===== src/rtl/cam_host_pkg.sv =====
// Package: shared target codes and decode helpers for the host port sequencer.
// Assumes a 16-bit instruction word with opcode in bits 15:12.
package cam_host_pkg;

    typedef enum logic [3:0] {
        T_NONE  = 4'd0,
        T_INSTR = 4'd1,
        T_ADDR  = 4'd2,
        T_CTRL  = 4'd3,
        T_PAGE  = 4'd4,
        T_SEG   = 4'd5,
        T_DSEL  = 4'd6,
        T_NFA   = 4'd7,
        T_STLO  = 4'd8,
        T_STHI  = 4'd9,
        T_PSRD  = 4'd10,
        T_PDRD  = 4'd11,
        T_CMP   = 4'd12,
        T_MSK1  = 4'd13,
        T_MSK2  = 4'd14,
        T_ARR   = 4'd15
    } tgt_e;

    localparam logic [3:0] OPC_XFER = 4'd1;
    localparam logic [3:0] OPC_SRC  = 4'd2;
    localparam logic [3:0] OPC_DST  = 4'd3;
    localparam int         NTGT     = 16;

    // Map a one-cycle transfer code to its target for the given direction.
    function automatic tgt_e xfer_target(input logic [2:0] code, input logic wr);
        case (code)
            3'd0:    return T_ADDR;
            3'd1:    return T_CTRL;
            3'd2:    return T_PAGE;
            3'd3:    return T_SEG;
            3'd4:    return T_DSEL;
            3'd5:    return wr ? T_NONE : T_NFA;
            3'd6:    return wr ? T_NONE : T_PSRD;
            default: return wr ? T_NONE : T_PDRD;
        endcase
    endfunction

    // Map a persistent selection code to its data-cycle target.
    function automatic tgt_e pers_target(input logic [2:0] code);
        case (code)
            3'd0:    return T_CMP;
            3'd1:    return T_MSK1;
            3'd2:    return T_MSK2;
            default: return T_ARR;
        endcase
    endfunction

    // Array addressing mode of a persistent selection code.
    function automatic logic [1:0] arr_mode_of(input logic [2:0] code);
        case (code)
            3'd4:    return 2'd1;
            3'd5:    return 2'd2;
            default: return 2'd0;
        endcase
    endfunction

    // True for targets held as plain registers inside the bank.
    function automatic logic is_stored(input int k);
        return (k >= 2 && k <= 6) || (k >= 12 && k <= 14);
    endfunction

endpackage


===== src/rtl/cam_sel_gate.sv =====
// Module: device-select gate. Compares device select with page address and
// flags the broadcast (all ones) value. Purely combinational.
module cam_sel_gate #(
    parameter int DW = 16
) (
    input  logic [DW-1:0] page_q,
    input  logic [DW-1:0] dsel_q,
    output logic          dev_match,
    output logic          dev_bcast
);
    localparam logic [DW-1:0] ALL_ONES = '1;

    // Compare the two selection registers.
    always_comb begin
        dev_match = (page_q == dsel_q);
        dev_bcast = (dsel_q == ALL_ONES);
    end
endmodule


===== src/rtl/cam_cycle_decode.sv =====
// Module: cycle decoder. Classifies each bus cycle, chooses its target from
// context (one-cycle transfer, address flag, status phase, persistent
// selections), applies the device-select gate and keeps the sequencing state.
// Assumes opcode in bits 15:12, selection codes in bits 2:0.
module cam_cycle_decode import cam_host_pkg::*; #(
    parameter int DW = 16
) (
    input  logic          clk,
    input  logic          rst_n,
    input  logic          en_n,
    input  logic          cmd_n,
    input  logic          wr_n,
    input  logic [DW-1:0] bus_in,
    input  logic          dev_match,
    input  logic          dev_bcast,
    output tgt_e          tgt,
    output logic          acc,
    output logic          is_wr,
    output logic [2:0]    ps_code,
    output logic [2:0]    pd_code,
    output logic [11:0]   ps_instr,
    output logic [11:0]   pd_instr
);
    logic       active, is_cmd;
    logic [3:0] opc;
    logic       xfer_pend, addr_flag, st_hi;
    logic [2:0] xfer_code;
    logic       instr_ld, dsel_xfer_instr, gate_ok;
    logic       src_ok, dst_ok;

    // Basic cycle classification from the active-low controls.
    always_comb begin
        active = ~en_n;
        is_cmd = ~cmd_n;
        is_wr  = ~wr_n;
        opc    = bus_in[15:12];
    end

    // Target selection by cycle type and sequencing context.
    always_comb begin
        if (!active)
            tgt = T_NONE;
        else if (is_cmd) begin
            if (xfer_pend)
                tgt = xfer_target(xfer_code, is_wr);
            else if (is_wr)
                tgt = addr_flag ? T_ADDR : T_INSTR;
            else
                tgt = st_hi ? T_STHI : T_STLO;
        end else
            tgt = is_wr ? pers_target(pd_code) : pers_target(ps_code);
    end

    // Device-select gating, with the device-select path always open.
    always_comb begin
        dsel_xfer_instr = (tgt == T_INSTR) && (opc == OPC_XFER) && (bus_in[3:0] == 4'd4);
        if (is_wr)
            gate_ok = dev_match || dev_bcast || (tgt == T_DSEL) || dsel_xfer_instr;
        else
            gate_ok = dev_match;
        acc      = active && gate_ok;
        instr_ld = acc && is_wr && (tgt == T_INSTR);
        src_ok   = (bus_in[2:0] <= 3'd5) && (bus_in[2:0] != 3'd4);
        dst_ok   = (bus_in[2:0] <= 3'd5);
    end

    // Sequencing state: transfer, address flag, status phase, selections.
    always_ff @(posedge clk) begin
        if (!rst_n) begin
            xfer_pend <= 1'b0;
            xfer_code <= 3'd0;
            addr_flag <= 1'b0;
            st_hi     <= 1'b0;
            ps_code   <= 3'd0;
            pd_code   <= 3'd0;
            ps_instr  <= 12'd0;
            pd_instr  <= 12'd0;
        end else begin
            st_hi <= acc && is_cmd && !is_wr && (tgt == T_STLO);
            if (acc) begin
                xfer_pend <= instr_ld && (opc == OPC_XFER) && !bus_in[3];
                xfer_code <= bus_in[2:0];
                addr_flag <= instr_ld && (opc != OPC_XFER) && (opc != OPC_SRC)
                             && (opc != OPC_DST) && bus_in[11];
            end
            if (instr_ld && (opc == OPC_SRC) && src_ok) begin
                ps_code  <= bus_in[2:0];
                ps_instr <= bus_in[11:0];
            end
            if (instr_ld && (opc == OPC_DST) && dst_ok) begin
                pd_code  <= bus_in[2:0];
                pd_instr <= bus_in[11:0];
            end
        end
    end

    // a pending transfer is used up by the command cycle that takes it.
    a_r4_one_shot: assert property (@(posedge clk) disable iff (!rst_n)
        (acc && is_cmd && xfer_pend) |=> !xfer_pend);

    // an accepted data cycle cancels a pending transfer.
    a_r4_data_cancels: assert property (@(posedge clk) disable iff (!rst_n)
        (acc && !is_cmd) |=> !xfer_pend);

    // the source never selects array-at-next-free.
    a_r7_src_code_valid: assert property (@(posedge clk) disable iff (!rst_n)
        ps_code != 3'd4);
endmodule


===== src/rtl/cam_reg_bank.sv =====
// Module: stub register bank. Holds the small host-visible registers, loads
// them from one-hot strobes and multiplexes read data by target code.
// Assumes DW >= 16 and a 2*DW status word.
module cam_reg_bank import cam_host_pkg::*; #(
    parameter int          DW     = 16,
    parameter logic [3:0]  DEV_ID = 4'h5
) (
    input  logic            clk,
    input  logic            rst_n,
    input  logic [NTGT-1:0] ld,
    input  tgt_e            rd_sel,
    input  logic [DW-1:0]   bus_in,
    input  logic [2*DW-1:0] status_in,
    input  logic [DW-1:0]   nfa_in,
    input  logic [DW-1:0]   arr_rd_data,
    input  logic [11:0]     ps_instr,
    input  logic [11:0]     pd_instr,
    output logic [DW-1:0]   rdata,
    output logic [DW-1:0]   page_q,
    output logic [DW-1:0]   dsel_q
);
    localparam int PADW = DW - 16;

    logic [DW-1:0] rf [NTGT];

    // One register per stored target; the rest tie to zero.
    for (genvar k = 0; k < NTGT; k++) begin : g_rf
        if (is_stored(k)) begin : g_reg
            // Load the register on its strobe.
            always_ff @(posedge clk) begin
                if (!rst_n)
                    rf[k] <= '0;
                else if (ld[k])
                    rf[k] <= bus_in;
            end
        end else begin : g_tie
            assign rf[k] = '0;
        end
    end

    assign page_q = rf[T_PAGE];
    assign dsel_q = rf[T_DSEL];

    // Read multiplexer by target code.
    always_comb begin
        case (rd_sel)
            T_ADDR, T_CTRL, T_PAGE, T_SEG, T_DSEL,
            T_CMP, T_MSK1, T_MSK2: rdata = rf[rd_sel];
            T_NFA:  rdata = nfa_in;
            T_STLO: rdata = status_in[DW-1:0];
            T_STHI: rdata = status_in[2*DW-1:DW];
            T_PSRD: rdata = {{PADW{1'b0}}, DEV_ID, ps_instr};
            T_PDRD: rdata = {{PADW{1'b0}}, 4'h0, pd_instr};
            T_ARR:  rdata = arr_rd_data;
            default: rdata = '0;
        endcase
    end

    // the next-free address is never loaded.
    a_r5_nfa_readonly: assert property (@(posedge clk) disable iff (!rst_n)
        !ld[T_NFA]);
endmodule


===== src/rtl/cam_host_seq.sv =====
// Module: top of the host port sequencer. Wires decoder, gate and register
// bank, and forms load strobes, read select, bus enable and array strobes.
// Assumes a 16-bit bus; the bus driver itself lives outside.
module cam_host_seq import cam_host_pkg::*; #(
    parameter int         DW     = 16,
    parameter logic [3:0] DEV_ID = 4'h5
) (
    input  logic            clk,
    input  logic            rst_n,
    input  logic            en_n,
    input  logic            cmd_n,
    input  logic            wr_n,
    input  logic [DW-1:0]   bus_in,
    input  logic [2*DW-1:0] status_in,
    input  logic [DW-1:0]   nfa_in,
    input  logic [DW-1:0]   arr_rd_data,
    output logic [DW-1:0]   bus_out,
    output logic            bus_oe,
    output logic [15:0]     ld_strobe,
    output logic [3:0]      rd_sel,
    output logic            arr_we,
    output logic            arr_re,
    output logic [1:0]      arr_mode
);
    tgt_e          tgt, rsel;
    logic          acc, is_wr, dev_match, dev_bcast;
    logic [2:0]    ps_code, pd_code;
    logic [11:0]   ps_instr, pd_instr;
    logic [DW-1:0] rdata, page_q, dsel_q;

    cam_sel_gate #(.DW(DW)) u_gate (
        .page_q(page_q), .dsel_q(dsel_q),
        .dev_match(dev_match), .dev_bcast(dev_bcast)
    );

    cam_cycle_decode #(.DW(DW)) u_dec (
        .clk(clk), .rst_n(rst_n), .en_n(en_n), .cmd_n(cmd_n), .wr_n(wr_n),
        .bus_in(bus_in), .dev_match(dev_match), .dev_bcast(dev_bcast),
        .tgt(tgt), .acc(acc), .is_wr(is_wr),
        .ps_code(ps_code), .pd_code(pd_code),
        .ps_instr(ps_instr), .pd_instr(pd_instr)
    );

    cam_reg_bank #(.DW(DW), .DEV_ID(DEV_ID)) u_bank (
        .clk(clk), .rst_n(rst_n), .ld(ld_strobe), .rd_sel(rsel),
        .bus_in(bus_in), .status_in(status_in), .nfa_in(nfa_in),
        .arr_rd_data(arr_rd_data), .ps_instr(ps_instr), .pd_instr(pd_instr),
        .rdata(rdata), .page_q(page_q), .dsel_q(dsel_q)
    );

    // Form strobes, read select and bus direction from the accepted cycle.
    always_comb begin
        ld_strobe = '0;
        if (acc && is_wr && (tgt != T_NONE))
            ld_strobe[tgt] = 1'b1;
        rsel     = (acc && !is_wr) ? tgt : T_NONE;
        rd_sel   = rsel;
        bus_oe   = acc && !is_wr;
        bus_out  = bus_oe ? rdata : '0;
        arr_we   = ld_strobe[T_ARR];
        arr_re   = (rsel == T_ARR);
        arr_mode = is_wr ? arr_mode_of(pd_code) : arr_mode_of(ps_code);
    end

    // the bus is driven only during an enabled read cycle.
    a_r1_oe_read_only: assert property (@(posedge clk) disable iff (!rst_n)
        bus_oe |-> (!en_n && wr_n));

    // at most one load strobe at a time.
    a_r12_onehot_load: assert property (@(posedge clk) disable iff (!rst_n)
        $onehot0(ld_strobe));

    // the high status half follows a low status read.
    a_r6_status_order: assert property (@(posedge clk) disable iff (!rst_n)
        (rd_sel == T_STHI) |-> ($past(rd_sel) == T_STLO));

    // a device whose select differs from its page never drives reads.
    a_r9_no_read_deselected: assert property (@(posedge clk) disable iff (!rst_n)
        (dsel_q != page_q) |-> !bus_oe);
endmodule


===== config.mk =====
export PLATFORM = sky130hd
export DESIGN_NAME = cam_host_seq
export DESIGN_NICKNAME = d
export VERILOG_FILES = /design/src/rtl/cam_host_pkg.sv /design/src/rtl/cam_sel_gate.sv /design/src/rtl/cam_cycle_decode.sv /design/src/rtl/cam_reg_bank.sv /design/src/rtl/cam_host_seq.sv
export SDC_FILE = /design/constraint.sdc
export NUM_CORES = 1
export LEC_CHECK = 0
export ABC_AREA = 1
export BUFFER_PORTS_ARGS = -buffer_cell sky130_fd_sc_hd__buf_4
export CAP_MARGIN = 20
export CELL_PAD_IN_SITES_DETAIL_PLACEMENT = 0
export CELL_PAD_IN_SITES_GLOBAL_PLACEMENT = 1
export CORE_MARGIN = 3
export CORE_UTILIZATION = 41
export CTS_BUF_LIST = sky130_fd_sc_hd__clkbuf_2
export DETAILED_ROUTE_END_ITERATION = 7
export PLACE_DENSITY_LB_ADDON = 0.2
export SYNTH_ARGS = -nofsm -noshare
export SYNTH_HDL_FRONTEND = slang
export SYNTH_SLANG_ARGS = --single-unit

===== constraint.sdc =====
create_clock -name clk -period 3 [get_ports clk]
set_clock_uncertainty 0.1 [all_clocks]
set_input_delay 0.45 -clock clk [delete_from_list [all_inputs] [get_ports clk]]
set_output_delay 0.45 -clock clk [all_outputs]
set_load 0.05 [all_outputs]

# After elaboration in Yosys (flattened, before gate mapping)
# Index checks and enable logic that the tools add are counted.
[word_totals]
reg_bits = 164
input_bits = 85
output_inout_bits = 41
word_cells = 122
[op_classes]
n_lt_le_gt_ge = 4
eq_ne = 41
muxes = 26
bitwise_logic = 4
reduce_logical = 31
[ops]
columns = ["operator", "n"]
rows = [
  ["$pmux W16 S7", 1],
  ["$bmux W16 S4", 1],
  ["$mux W16", 4],
  ["$eq A4 B4 Y1 const B", 9],
  ["$mux W4", 7],
  ["$pmux W4 S7", 1],
  ["$eq A4 B3 Y1 const B", 6],
  ["$logic_and A1 B1 Y1", 22],
  ["$eq A3 B3 Y1 const B", 7],
  ["$eq A16 B16 Y1", 1],
  ["$eq A16 B16 Y1 const B", 1],
  ["$eq A4 B2 Y1 const B", 4],
  ["$eq A3 B2 Y1 const B", 4],
  ["$pmux W2 S3", 2],
  ["$eq A3 B1 Y1 const B", 3],
  ["$logic_not A3 Y1", 3],
  ["$eq A4 B1 Y1 const B", 2],
  ["$ne A4 B2 Y1 const B", 2],
  ["$pmux W2 S2", 2],
  ["$reduce_or A8 Y1", 1],
  ["$mux W2", 3],
  ["$ge A5 B5 Y1 const B", 1],
  ["$lt A4 B5 Y1 const B", 1],
  ["$not A4 Y5", 1],
  ["other kinds (11)", 17],
]

# Depth between registers and ports, before layout
# Gate-level depths: netlist of run 1.
[logic_depth]
word_depth = 19
ltp_mapped = 18
ltp_nobuf = 17

# Modules after synthesis
# Synthesis of run 1 repeated with hierarchy kept, for this count alone.
[hier_totals]
hier_cells = 1514
hier_area_um2 = 9220.1
[by_module_without_submodules]
columns = ["module", "instances", "cells_each", "area_each_um2", "seq_area_each_um2"]
rows = [
  ["cam_reg_bank", 1, 1087, 6835.3, 2562.5],
  ["cam_cycle_decode", 1, 264, 1647.8, 600.6],
  ["cam_host_seq", 1, 103, 447.9, 0.0],
  ["cam_sel_gate", 1, 60, 289.0, 0.0],
]

# Worst setup path before layout of run 1
# No wires, ideal clock.
[synth_path]
path_kind = "in2out"
startpoint = "input wr_n"
endpoint = "output ld_strobe[15]"
t_arrival_ps = 3431
t_required_ps = 2450
path_slack_ps = -981
cell_stages = 16
path_buffers = 4
cell_sequence = "buf_4 > inv_4 > nand2_2 > nand2_2 > nor2_1 > nor2_1 > nor2_4 > nand2_2 > nor2_2 > nand3_1 > nand2_1 > nand4_4 > buf_4 > buf_2 > nor3_1 > buf_4"
[synth_between]
elab_chain_cells = 14
word_cells_on_any_way = 27
cone_classes = "order compare: 2; eq/ne: 2; mux: 13; bitwise: 1; reduce/logical: 9"
[synth_lines]
columns = ["element", "line", "source"]
rows = [
  ["start, declared", "cam_host_seq.sv:12", "input logic wr_n,"],
  ["branches (longest 13 deep; another with $lt A4 B5 Y1)", "n/a", ""],
  ["$mux W16 (*)", "cam_host_seq.sv:54", "if (acc && is_wr && (tgt != T_NONE))"],
  ["end, declared", "cam_host_seq.sv:19", "output logic [15:0] ld_strobe,"],
]
# Every way passes the cells marked *.

# Final worst setup path of run 1
[layout_path]
startpoint = "register u_bank.rf (netlist bit u_bank.page_q[11])"
endpoint = "output bus_out[6]"
[layout_between]
elab_chain_cells = 14
word_cells_on_any_way = 29
cone_classes = "eq/ne: 15; mux: 7; bitwise: 1; reduce/logical: 6"
[layout_lines]
columns = ["element", "line", "source"]
rows = [
  ["start, declared", "cam_reg_bank.sv:24", "logic [DW-1:0] rf [NTGT];"],
  ["start signal, assigned by index", "cam_reg_bank.sv:34", "rf[k] <= bus_in;"],
  ["$eq A16 B16 Y1 (*)", "cam_sel_gate.sv:15", "dev_match = (page_q == dsel_q);"],
  ["$logic_or A1 B1 Y1 (3 in a row)", "cam_cycle_decode.sv:58", "gate_ok = dev_match || dev_bcast || (tgt == T_DSEL) || dsel_xfer_instr;"],
  ["$mux W1 (*)", "cam_cycle_decode.sv:57", "if (is_wr)"],
  ["$logic_and A1 B1 Y1 (*)", "cam_cycle_decode.sv:61", "acc = active && gate_ok;"],
  ["$logic_and A1 B1 Y1 (*)", "cam_host_seq.sv:56, cam_host_seq.sv:58", ""],
  ["$mux W4", "cam_host_seq.sv:56", "rsel = (acc && !is_wr) ? tgt : T_NONE;"],
  ["$not A4 Y5 (not written as such)", "cam_reg_bank.sv:48", "T_CMP, T_MSK1, T_MSK2: rdata = rf[rd_sel];"],
  ["$bmux W16 S4", "cam_reg_bank.sv:48", ""],
  ["$mux W16 (not written as such) (2 in a row)", "cam_reg_bank.sv:48", ""],
  ["$pmux W16 S7", "cam_reg_bank.sv:46", "case (rd_sel)"],
  ["$mux W16 (*)", "cam_host_seq.sv:59", "bus_out = bus_oe ? rdata : '0;"],
  ["end, declared", "cam_host_seq.sv:17", "output logic [DW-1:0] bus_out,"],
]
# Mark *: on every way between the ends. The rest lies on a longest branch, timed or not. The select of a mux whose other input is x is not followed.

==> results of run 1 <==
-- power by group through the flow --
stage / Sequential, uW / Clock [uW] / Combinational [uW]
global route: 2140 / 1410 / 968
detailed placement: 2180 / 0 / 775
floorplan: 2170 / 0 / 429
global placement: 2180 / 0 / 774
CTS: 2140 / 1330 / 865
finish: 2140 / 1320 / 920
-- layout make-up --
class | count | area, um2 | area share, %
multi-input combinational | 1187 | 5570 | 44.2
sequential | 158 | 3170 | 25.2
timing repair buffer | 274 | 2750 | 21.9
inverter | 127 | 479 | 3.81
tap | 280 | 350 | 2.78
clock inverter | 14 | 175 | 1.39
clock buffer | 18 | 90.1 | 0.715
antenna | 1 | 2.50 | 0.0199
-- logic make-up (layout without fill, tap and decap cells) --
logic type / count (synthesis) / after routing
XOR/XNOR: 12 / 12
AND/OR/NAND/NOR: 1033 / 1033
other: 1 / 7
buffers and inverters: 235 / 433
AO/OA/AOI/OAI: 136 / 136
flip-flops: 158 / 158
-- worst min path at each step --
stage	slack, ns	endpoint	start
6_report	0.04	u_bank.dsel_q[15]$_SDFFE_PN0P_	bus_in[15]
3_3_place_gp	0.36	u_bank.rf[34]$_SDFFE_PN0P_	u_bank.rf[34]$_SDFFE_PN0P_
2_1_floorplan	0.35	u_bank.rf[160]$_SDFFE_PN0P_	u_bank.rf[160]$_SDFFE_PN0P_
4_1_cts	0.02	u_bank.dsel_q[15]$_SDFFE_PN0P_	bus_in[15]
5_1_grt	0.03	u_bank.dsel_q[15]$_SDFFE_PN0P_	bus_in[15]
3_5_place_dp	0.37	u_bank.rf[33]$_SDFFE_PN0P_	u_bank.rf[33]$_SDFFE_PN0P_
-- timing repair --
| action | in CTS | in global routing |
|---|---|---|
| pin swaps | 26 | 38 |
| setup buffers | 20 | 4 |
| resized for setup | 113 | 48 |
| endpoints found under the setup margin | 33 | 112 |
| cloned | 4 | 9 |
| endpoints found under the hold margin | 69 | 0 |
| hold buffers | 17 | 0 |
-- state kept, by name, indices dropped and copies added (netlist names) --
register and count:
u_bank.dsel_q 16, u_bank.page_q 16, u_bank.rf 96, u_dec.addr_flag 1, u_dec.pd_instr 12, u_dec.ps_instr 12, u_dec.st_hi 1, u_dec.xfer_code 3
u_dec.xfer_pend 1
-- worst max-delay path: cells and delay by family (launching register included) --
family	cells	cell delay, ns
AND/OR/NAND/NOR	10	1.04
buffers and inverters	5	0.77
flip-flops	1	0.40
XOR/XNOR	1	0.16
AO/OA/AOI/OAI	1	0.13
-- routing by layer --
| metal | wire, um | GRT usage, % |
|---|---|---|
| met1 | 16800 | 40.9 |
| met2 | 18300 | 47.1 |
| met3 | 2840 | 3.90 |
| met4 | 847 | 7.09 |
| met5 | 0 | 0 |
-- layout by cell type (no fill, tap or decap), drive strengths merged --
cell	count
nand2	480
o22ai	1
nor4b	1
o32ai	1
xor2	12
clkinvlp	2
dfxtp	158
diode	1
bufinv	2
buf	251
conb	6
nor2	256
nand4	17
clkbuf	24
o21ai	18
inv	129
clkinv	8
a21oi	116
nand3	232
dlygate4sd3	17
nor4	2
nor3	45
-- through the flow --
step                      setup slack (ns)  utilization [%]  area (um2)
final                               -0.809             57.0       12600
after floorplan                     -0.101                -        9410
after global routing                -0.955             57.0       12600
after detailed placement            -0.121             50.4       11100
after CTS                           -0.772             55.4       12200
after global placement              -0.159             50.4       11100
==> metrics, run 1 <==
Psw 1500 uW; starting DRC count in detailed routing 1,005; Min Hold Slack 0.0389 ns; pin count of the biggest net entering global routing 86; DIE AREA 24,600 um2; Hold Path Class input port to register; Syn Std Cell Area 9320 um2; GP Congestion 0.941; Clock Path Buffers 2; Sw Share 34.2%; leakage power 0.00597 uW; Setup Viol. Count Final 32; most used cell, CP nand2_1; Fillers 2,239; GR Overflow Total 0; Clk pin slew, worst setup/hold paths 0.30 ns; Max Slew Vio Count 0; most numerous cell in the Yosys netlist nand2_1; status finished with violations; hold path depth 5; reg2reg start u_bank.page_q[11]$_SDFFE_PN0P_; min Tclk post-route 3.81 ns; CTS tree built; Synth Area in Compound Gates 7.44%; clk root buf clkbuf_2; violated checks negative setup slack; worst-path maximum fanout 14; Max-slew headroom 53.5%; vias in the first global route 9,776; GRT Resource Usage Total 29.0%; via count 11.1k; initial antenna violation count 1; final wirelength 38,800 um; Clock Power Share 30.2%; RSZ-0062 raised after global routing yes; Yosys top cell by area dfxtp_1; Async S/R FF share, synth 0%; reg2reg end u_bank.rf[33]$_SDFFE_PN0P_; post-DP HPWL 25,100 um; DRC violations left 0; row count 54; Post-synth top cells 476 x nand2_1, 248 x nor2_1, 232 x nand3_1; Routed Antenna Nets 0; Seq/Total Area, Yosys 34.0%; Core ar. 22,100 um2; routed wire length per instance 18.8 um; Power Dens Cells 348 nW/um2; setup tns final -19.92 ns; Die Y 157 um; Num Clock Sinks 158; worst slew pin tran 0.698 ns; Max VDD drop 0.223 mV; Clk Latency, worst-skew pair 0.79 ns; Syn-to-layout area delta 35.2%; Yosys reg bits 158; CP max-delay cell dfxtp_2; CP cell instances xor2_1 -> nor2_1 -> nand2_1 -> nor2_2 -> nand4_1 -> buf_6 -> buf_6 -> nor2_4 -> buf_12 -> nand2_1 -> nand3_1 -> nand2_1 -> a21oi_2 -> nor2_2 -> buf_4 -> nand2_1 -> buf_6; Adder-Cell Fraction of Synth Area 0%; Worst setup EP type output port; I/O pins 126; Final nets 1,850; CP Class register to output port; Final period util 127%; largest family of logic cells by synthesized area simple AND/OR/NAND/NOR gates; Mapped Cells 1,575; TritonCTS buffer count 17; initial core utilization 42.2%; Distinct cells, synth 31; Post-synth EDFFs 0; cell-internal power 2880 uW; Detailed Routing Iterations Pass 1 6; synthesized area per cell 5.91 um2; combinational share of power 21.0%; top post-synthesis cells by area dfxtp_1 34%, nand2_1 19%, nand3_1 12%; final hold violations 0; global-route wire length before repair 55,500 um; Port-buffer cells 119; reg2reg path depth 19; Synth top area share 34.0%; DR vias/cell 5.39; WP data arrival 3.26 ns; setup slack after layout -0.809 ns; sequential power share 48.8%; required time worst endpoint 2.45 ns; critical path launch point type register; maxcap violations 0; fin cells 2,059; YS warnings 0; share of post-route cells with drive strength above 1 22.8%; post-placement cell count 1,975; fmax 263 MHz; critical path endpoint bus_out[6]; htree depth 4; Total Power 4380 uW; Synth Area in XOR/XNOR 1.13%; post-synthesis mux area share 0%; Synth Flop Type dfxtp_1; R2R setup slack 0.09 ns; die width 157 um; Simple-Gate Fraction of Synth Area 46.6%; CP max stage delay 0.40 ns; crit path launch u_bank.page_q[11]$_SDFFE_PN0P_
(Power assumes the default switching activity.)
==> inputs of run 2 (changes only) <==
Settings changed: PLACE_DENSITY set to 0.9, PLACE_DENSITY_LB_ADDON 0.2 to unset, RECOVER_POWER set to 50.
==> run 2 against run 1 <==
Compared with the run above:
- the flow still finishes with violations (negative setup slack)
- register-to-register slack improved by 0.25 ns
- via count shrank 1.5%
- design area down 1.5%
- critical path depth shrank 3
- wire length is 5.6% lower
- worst hold slack better by 0.044 ns
- setup slack improved by 0.055 ns
- sequential power barely moved
- global-route usage fell by 0.48 points
==> metrics, run 2 (synthesis results as in run 1) <==
Setup Viol. Count Final 32 (unchanged); vias in the first global route 9,673 (was 9,776); setup tns final -16.92 ns (was -19.92 ns); worst-path maximum fanout 10 (was 14); met3 Track Usage GR 5.14% (was 3.90%); initial core utilization 42.2% (unchanged); critical path launch point type register (unchanged); required time worst endpoint 2.45 ns (about the same); share of post-route cells with drive strength above 1 23.9% (was 22.8%); most common cell after layout, fill and taps aside nand2_1 (unchanged); Final nets 1,826 (was 1,850); initial antenna violation count 1 (unchanged); RSZ-0062 raised after global routing yes (unchanged); Clk pin slew, worst setup/hold paths 0.23 ns (was 0.30 ns); Hold Path Class input port to register (unchanged); Fillers 2,160 (was 2,239); DR vias/cell 5.38 (was 5.39); htree depth 4 (unchanged); DRC violations left 0 (unchanged); GR Overflow Total 0 (unchanged); R2R setup slack 0.34 ns (was 0.09 ns); Syn-to-layout area delta 33.1% (was 35.2%); Crit path max-delay family simple AND/OR/NAND/NOR gates (unchanged); violated checks negative setup slack (unchanged); CTS tree built (unchanged); post-placement cell count 1,952 (was 1,975); commonest cells after routing, fill and taps aside 428 x nand2_1, 225 x nor2_1, 202 x nand3_1 (was 445 x nand2_1, 227 x nor2_1, 214 x nand3_1); CP max-delay cell dfxtp_2 (unchanged); worst slew pin tran 0.695 ns (was 0.698 ns); GRT met2 Usage 44.6% (was 47.1%); GP Congestion 0.955 (was 0.941); WP data arrival 3.20 ns (was 3.26 ns); max reg flops 96 (unchanged); I/O pins 126 (unchanged); via count 10.9k (was 11.1k); Die Y 157 um (unchanged); global-route met1 utilization 38.6% (was 40.9%); GRT busiest layer met2 (unchanged); CP cell instances xor2_1 -> nor2_1 -> nand2_1 -> nor2_2 -> nand4_1 -> buf_6 -> nor2_4 -> buf_12 -> nand2_1 -> nand3_2 -> a21oi_2 -> nor2_2 -> nand2_2 -> buf_8 (was xor2_1 -> nor2_1 -> nand2_1 -> nor2_2 -> nand4_1 -> buf_6 -> buf_6 -> nor2_4 -> buf_12 -> nand2_1 -> nand3_1 -> nand2_1 -> a21oi_2 -> nor2_2 -> buf_4 -> nand2_1 -> buf_6); clk root buf clkbuf_2 (unchanged); Num Clock Sinks 158 (unchanged); Core ar. 22,100 um2 (unchanged); Clk Latency, worst-skew pair 0.78 ns (was 0.79 ns); Power Dens Cells 348 nW/um2 (about the same); global-route wire length before repair 54,400 um (was 55,500 um); GRT Resource Usage Total 28.6% (was 29.0%); register with the most flip-flops u_bank.rf (unchanged); maxcap violations 0 (unchanged); design area 12,400 um2 (was 12,600 um2); dpl ws -0.0449 ns (was -0.121 ns); Clock Path Buffers 2 (unchanged); row count 54 (unchanged); starting DRC count in detailed routing 1,130 (was 1,005); Final period util 125% (was 127%); Routed Antenna Nets 0 (unchanged); DP Area 10,900 um2 (was 11,100 um2); Max-slew headroom 53.7% (was 53.5%); Port-buffer cells 119 (unchanged); fmax 266 MHz (was 263 MHz); pin count of the biggest net entering global routing 97 (was 86); setup slack after layout -0.754 ns (was -0.809 ns); post-DP HPWL 24,100 um (was 25,100 um); routed wire length per instance 18.0 um (was 18.8 um); Max Slew Vio Count 0 (unchanged); final hold violations 0 (unchanged); final wirelength 36,600 um (was 38,800 um); DIE AREA 24,600 um2 (unchanged); min Tclk post-route 3.75 ns (was 3.81 ns); fin cells 2,032 (was 2,059); Worst Path Buf+Inv 3 (was 5); Min Hold Slack 0.0832 ns (was 0.0389 ns); TritonCTS buffer count 17 (unchanged); Worst setup EP type output port (unchanged); status finished with violations (unchanged); die width 157 um (unchanged); leakage power 0.00580 uW (was 0.00597 uW); Detailed Routing Iterations Pass 1 6 (unchanged); CP Class register to output port (unchanged); Max VDD drop 0.189 mV (was 0.223 mV); CP max stage delay 0.38 ns (was 0.40 ns)
## run 2: cell count changes in the layout (fill, tap and decap cells not counted), moves of 3 or more
cell,before,now
nand2_2,26,46
buf_16,5,2
buf_6,46,41
buf_4,174,158
nand3_2,16,29
a21oi_1,111,108
dfxtp_2,7,17
nand3_1,214,202
dfxtp_1,151,139
inv_6,4,1
nand2_4,9,5
nand2_1,445,428
buf_8,7,10
## run 2: routing by layer
layer  wire length [um]  share of wire [%]
met5                  0                  0
met4               1400                3.8
met3               3080                8.4
met2              16900                 46
met1              15200                 42
## run 2: final timing paths
path	to	startpoint	depth (start not counted)
worst min register to register	u_dec.addr_flag$_SDFFE_PN0N_	u_dec.addr_flag$_SDFFE_PN0N_	2
worst max-delay path	bus_out[6]	u_bank.page_q[14]$_SDFFE_PN0P_	14
worst min-delay path	u_dec.pd_instr[0]$_SDFFE_PN0P_	bus_in[0]	5
worst max register to register	u_bank.rf[221]$_SDFFE_PN0P_	u_dec.xfer_pend$_SDFFE_PN0N_	17
## run 2: area by class of cell
class	count	area (um2)	area share, %
inverters	127	492	3.96
clock inverters	11	145	1.17
clock buffers	18	90.1	0.726
multi-input cells	1187	5670	45.7
flip-flops and latches	158	3190	25.7
diodes	1	2.50	0.0202
repair buffers	250	2460	19.9
well taps	280	350	2.82
## run 2: metrics by stage
step	total power, uW	util, %
after floorplan	2600	-
after global placement	2930	49.3
after detailed placement	2930	49.3
after CTS	4260	54.6
after global routing	4470	56.1
final	4320	56.1
## run 2: power by group
part	switching [uW]	total [uW]	internal, uW
sequential	12.9	2140	2120
combinational	590	926	336
clock	804	1250	451
## run 2: worst register-to-register path, delay by kind of cell, from the launching register on
kind | cells | cell delay (ns)
compound gates | 1 | 0.13
flops | 1 | 0.42
simple gates | 12 | 1.33
buf+inv | 4 | 0.59
## run 2: what timing repair did
action,CTS,global route
resized for setup,162,58
hold buffers,19,0
buffers inserted,14,11
endpoints found under the setup margin,32,33
cloned,5,4
pin swaps,53,25
hold endpoints to repair,66,0
==> inputs of run 3 (changes only) <==
Settings changed: REMOVE_ABC_BUFFERS set to 1.
==> run 3 against run 2 <==
Compared with the run above:
- the run still ends with negative setup slack left
- first-iteration DRC count decreased by 9.1%
- sequential power about the same
- cell count up 1.9%
- critical path depth increased by 5
- via count up 1.1%
- worst hold slack got worse by 0.020 ns
- design area increased by 1.2%
- critical endpoint is now bus_out[11]
- largest power group unchanged
- highest routed layer unchanged
==> metrics, run 3 (synthesis results as in run 1) <==
Max VDD drop 0.211 mV (was 0.189 mV); I/O pins 126 (unchanged); DIE AREA 24,600 um2 (unchanged); Num Clock Sinks 158 (unchanged); critical path launch point type register (unchanged); worst-path maximum fanout 7 (was 10); sequential power share 50.0% (was 49.5%); Routed Antenna Nets 0 (unchanged); combinational share of power 21.4% (about the same); Sw Share 33.2% (was 32.6%); post-DP HPWL 22,400 um (was 24,100 um); reg2reg path depth 21 (was 17); WP depth 19 (was 14); commonest cells after routing, fill and taps aside 460 x nand2_1, 227 x nor2_1, 216 x nand3_1 (was 428 x nand2_1, 225 x nor2_1, 202 x nand3_1); Psw 1420 uW (was 1410 uW); clk root buf clkbuf_2 (unchanged); global-route wire length before repair 53,900 um (was 54,400 um); status finished with violations (unchanged); Setup Viol. Count Final 57 (was 32); routed wire length per instance 17.6 um (was 18.0 um); share of post-route cells with drive strength above 1 22.2% (was 23.9%); min Tclk post-route 3.78 ns (was 3.75 ns); Met2 Wirelength 16,300 um (was 16,900 um); hold path depth 5 (unchanged); Die Y 157 um (unchanged); Max Slew Vio Count 0 (unchanged); WP data arrival 3.23 ns (was 3.20 ns); Min Hold Slack 0.0631 ns (was 0.0832 ns); Clock Power Share 28.6% (was 29.1%); antenna fix cells 0 (was 1); CP max-delay cell dfxtp_2 (unchanged); Clk Latency, worst-skew pair 0.77 ns (was 0.78 ns); setup slack after layout -0.784 ns (was -0.754 ns); htree depth 4 (unchanged); vias in the first global route 9,771 (was 9,673); GRT Resource Usage Total 28.0% (was 28.6%); Port-buffer cells 119 (unchanged); Hold Path Class input port to register (unchanged); maxcap violations 0 (unchanged); Worst setup EP type output port (unchanged); violated checks negative setup slack (unchanged); Core ar. 22,100 um2 (unchanged); CP cell instances inv_2 -> nand2_1 -> nand2_1 -> a21oi_2 -> nand2_1 -> nor2_2 -> nand4_1 -> buf_6 -> inv_8 -> nand2_8 -> nor2_4 -> buf_6 -> buf_6 -> buf_6 -> nand3_2 -> nand2_1 -> nor2_1 -> nand4_1 -> buf_6 (was xor2_1 -> nor2_1 -> nand2_1 -> nor2_2 -> nand4_1 -> buf_6 -> nor2_4 -> buf_12 -> nand2_1 -> nand3_2 -> a21oi_2 -> nor2_2 -> nand2_2 -> buf_8); DRC violations left 0 (unchanged); CP Class register to output port (unchanged); die width 157 um (unchanged); Final period util 126% (was 125%); cell-internal power 2850 uW (was 2910 uW); Power Dens Cells 341 nW/um2 (was 348 nW/um2); most used cell, CP buf_6; DR top layer met4 (unchanged); TritonCTS buffer count 17 (unchanged); CP max stage delay 0.40 ns (was 0.38 ns); Crit path max-delay family simple AND/OR/NAND/NOR gates (unchanged); via count 11.1k (was 10.9k); max reg flops 96 (unchanged); leakage power 0.00588 uW (was 0.00580 uW); row count 54 (unchanged); M1 WL 15,900 um (was 15,200 um); pin count of the biggest net entering global routing 68 (was 97); GR Overflow Total 0 (unchanged); RSZ-0062 raised after global routing yes (unchanged); most common cell after layout, fill and taps aside nand2_1 (unchanged); Final nets 1,862 (was 1,826); Total Power 4270 uW (was 4320 uW); Detailed Routing Iterations Pass 1 6 (unchanged); required time worst endpoint 2.45 ns (about the same); met3 wire length 3250 um (was 3080 um); Worst Path Buf+Inv 7 (was 3); fmax 264 MHz (was 266 MHz); register with the most flip-flops u_bank.rf (unchanged); initial antenna violation count 0 (was 1); post-placement cell count 1,972 (was 1,952); CTS tree built (unchanged); GP Congestion 0.946 (was 0.955); final hold violations 0 (unchanged); Fillers 2,188 (was 2,160); fin cells 2,070 (was 2,032); Clock Path Buffers 2 (unchanged); starting DRC count in detailed routing 1,027 (was 1,130); DR vias/cell 5.34 (was 5.38); final wirelength 36,500 um (was 36,600 um); worst slew pin tran 0.755 ns (was 0.695 ns); Clk pin slew, worst setup/hold paths 0.25 ns (was 0.23 ns); initial core utilization 42.2% (unchanged); Syn-to-layout area delta 34.7% (was 33.1%); Max-slew headroom 49.3% (was 53.7%)
[run 3: changes by cell type in the layout (fill, tap and decap cells not counted), sizes merged, moves of 2 or more]
cell and delta:
dlygate4sd3 -2, clkbuf +15, buf +23, clkinv +4
clkinvlp -2, inv +2
[run 3: per-stage QoR]
step	TNS [ns]	instance area [um2]	worst slack [ns]	utilization, %
finish	-21.64	12500	-0.784	56.8
CTS	-16.56	12000	-0.643	54.3
detailed placement	-0.0163	11000	-0.0117	49.8
floorplan	-375.07	8810	-4.01	-
global placement	-0.00718	11000	-0.00718	49.8
global route	-32.33	12500	-0.902	56.8
[run 3: layout make-up]
cell class	instances	area [um2]	share of cell area (%)
Clock buffer	18	90.1	0.718
Inverter	127	489	3.90
Sequential cell	158	3180	25.4
Tap cell	280	350	2.79
Clock inverter	14	143	1.14
Multi-Input combinational cell	1187	5470	43.6
Timing Repair Buffer	286	2820	22.5
[run 3: power groups by stage]
| stage | combinational (uW) | clock [uW] | sequential (uW) |
|---|---|---|---|
| 4_1_cts | 845 | 1230 | 2140 |
| 5_1_grt | 967 | 1310 | 2140 |
| 3_5_place_dp | 750 | 0 | 2180 |
| 6_report | 913 | 1220 | 2140 |
| 3_3_place_gp | 749 | 0 | 2180 |
| 2_1_floorplan | 365 | 0 | 2170 |
[run 3: final timing paths]
kind	to	slack [ns]	start
worst max-delay path	bus_out[11]	-0.78	u_bank.dsel_q[4]$_SDFFE_PN0P_
worst min-delay path	u_bank.rf[47]$_SDFFE_PN0P_	0.06	bus_in[15]
worst max register to register	u_bank.dsel_q[8]$_SDFFE_PN0P_	-0.09	u_bank.dsel_q[4]$_SDFFE_PN0P_
worst min register to register	u_bank.rf[204]$_SDFFE_PN0P_	0.41	u_bank.rf[204]$_SDFFE_PN0P_
[run 3: per-layer routing]
layer	global-route usage (%)	vias to the layer above
li1	-	5399
met1	39.2	5061
met4	7.84	0
met2	44.6	521
met3	4.70	73
met5	0	-
[run 3: worst reg2reg max path: cells and delay by family (launching register included)]
kind            cells  cell delay (ns)
compound gates      1             0.13
buf+inv             7             1.07
flops               1             0.40
simple gates       13             1.32
[run 3: timing repair]
action | CTS | global route
buffers inserted | 19 | 28
endpoints found under the setup margin | 33 | 79
gates resized for setup | 109 | 88
cloned | 2 | 7
pin swaps | 10 | 31
hold buffers | 17 | 0
hold endpoints to repair | 85 | 0
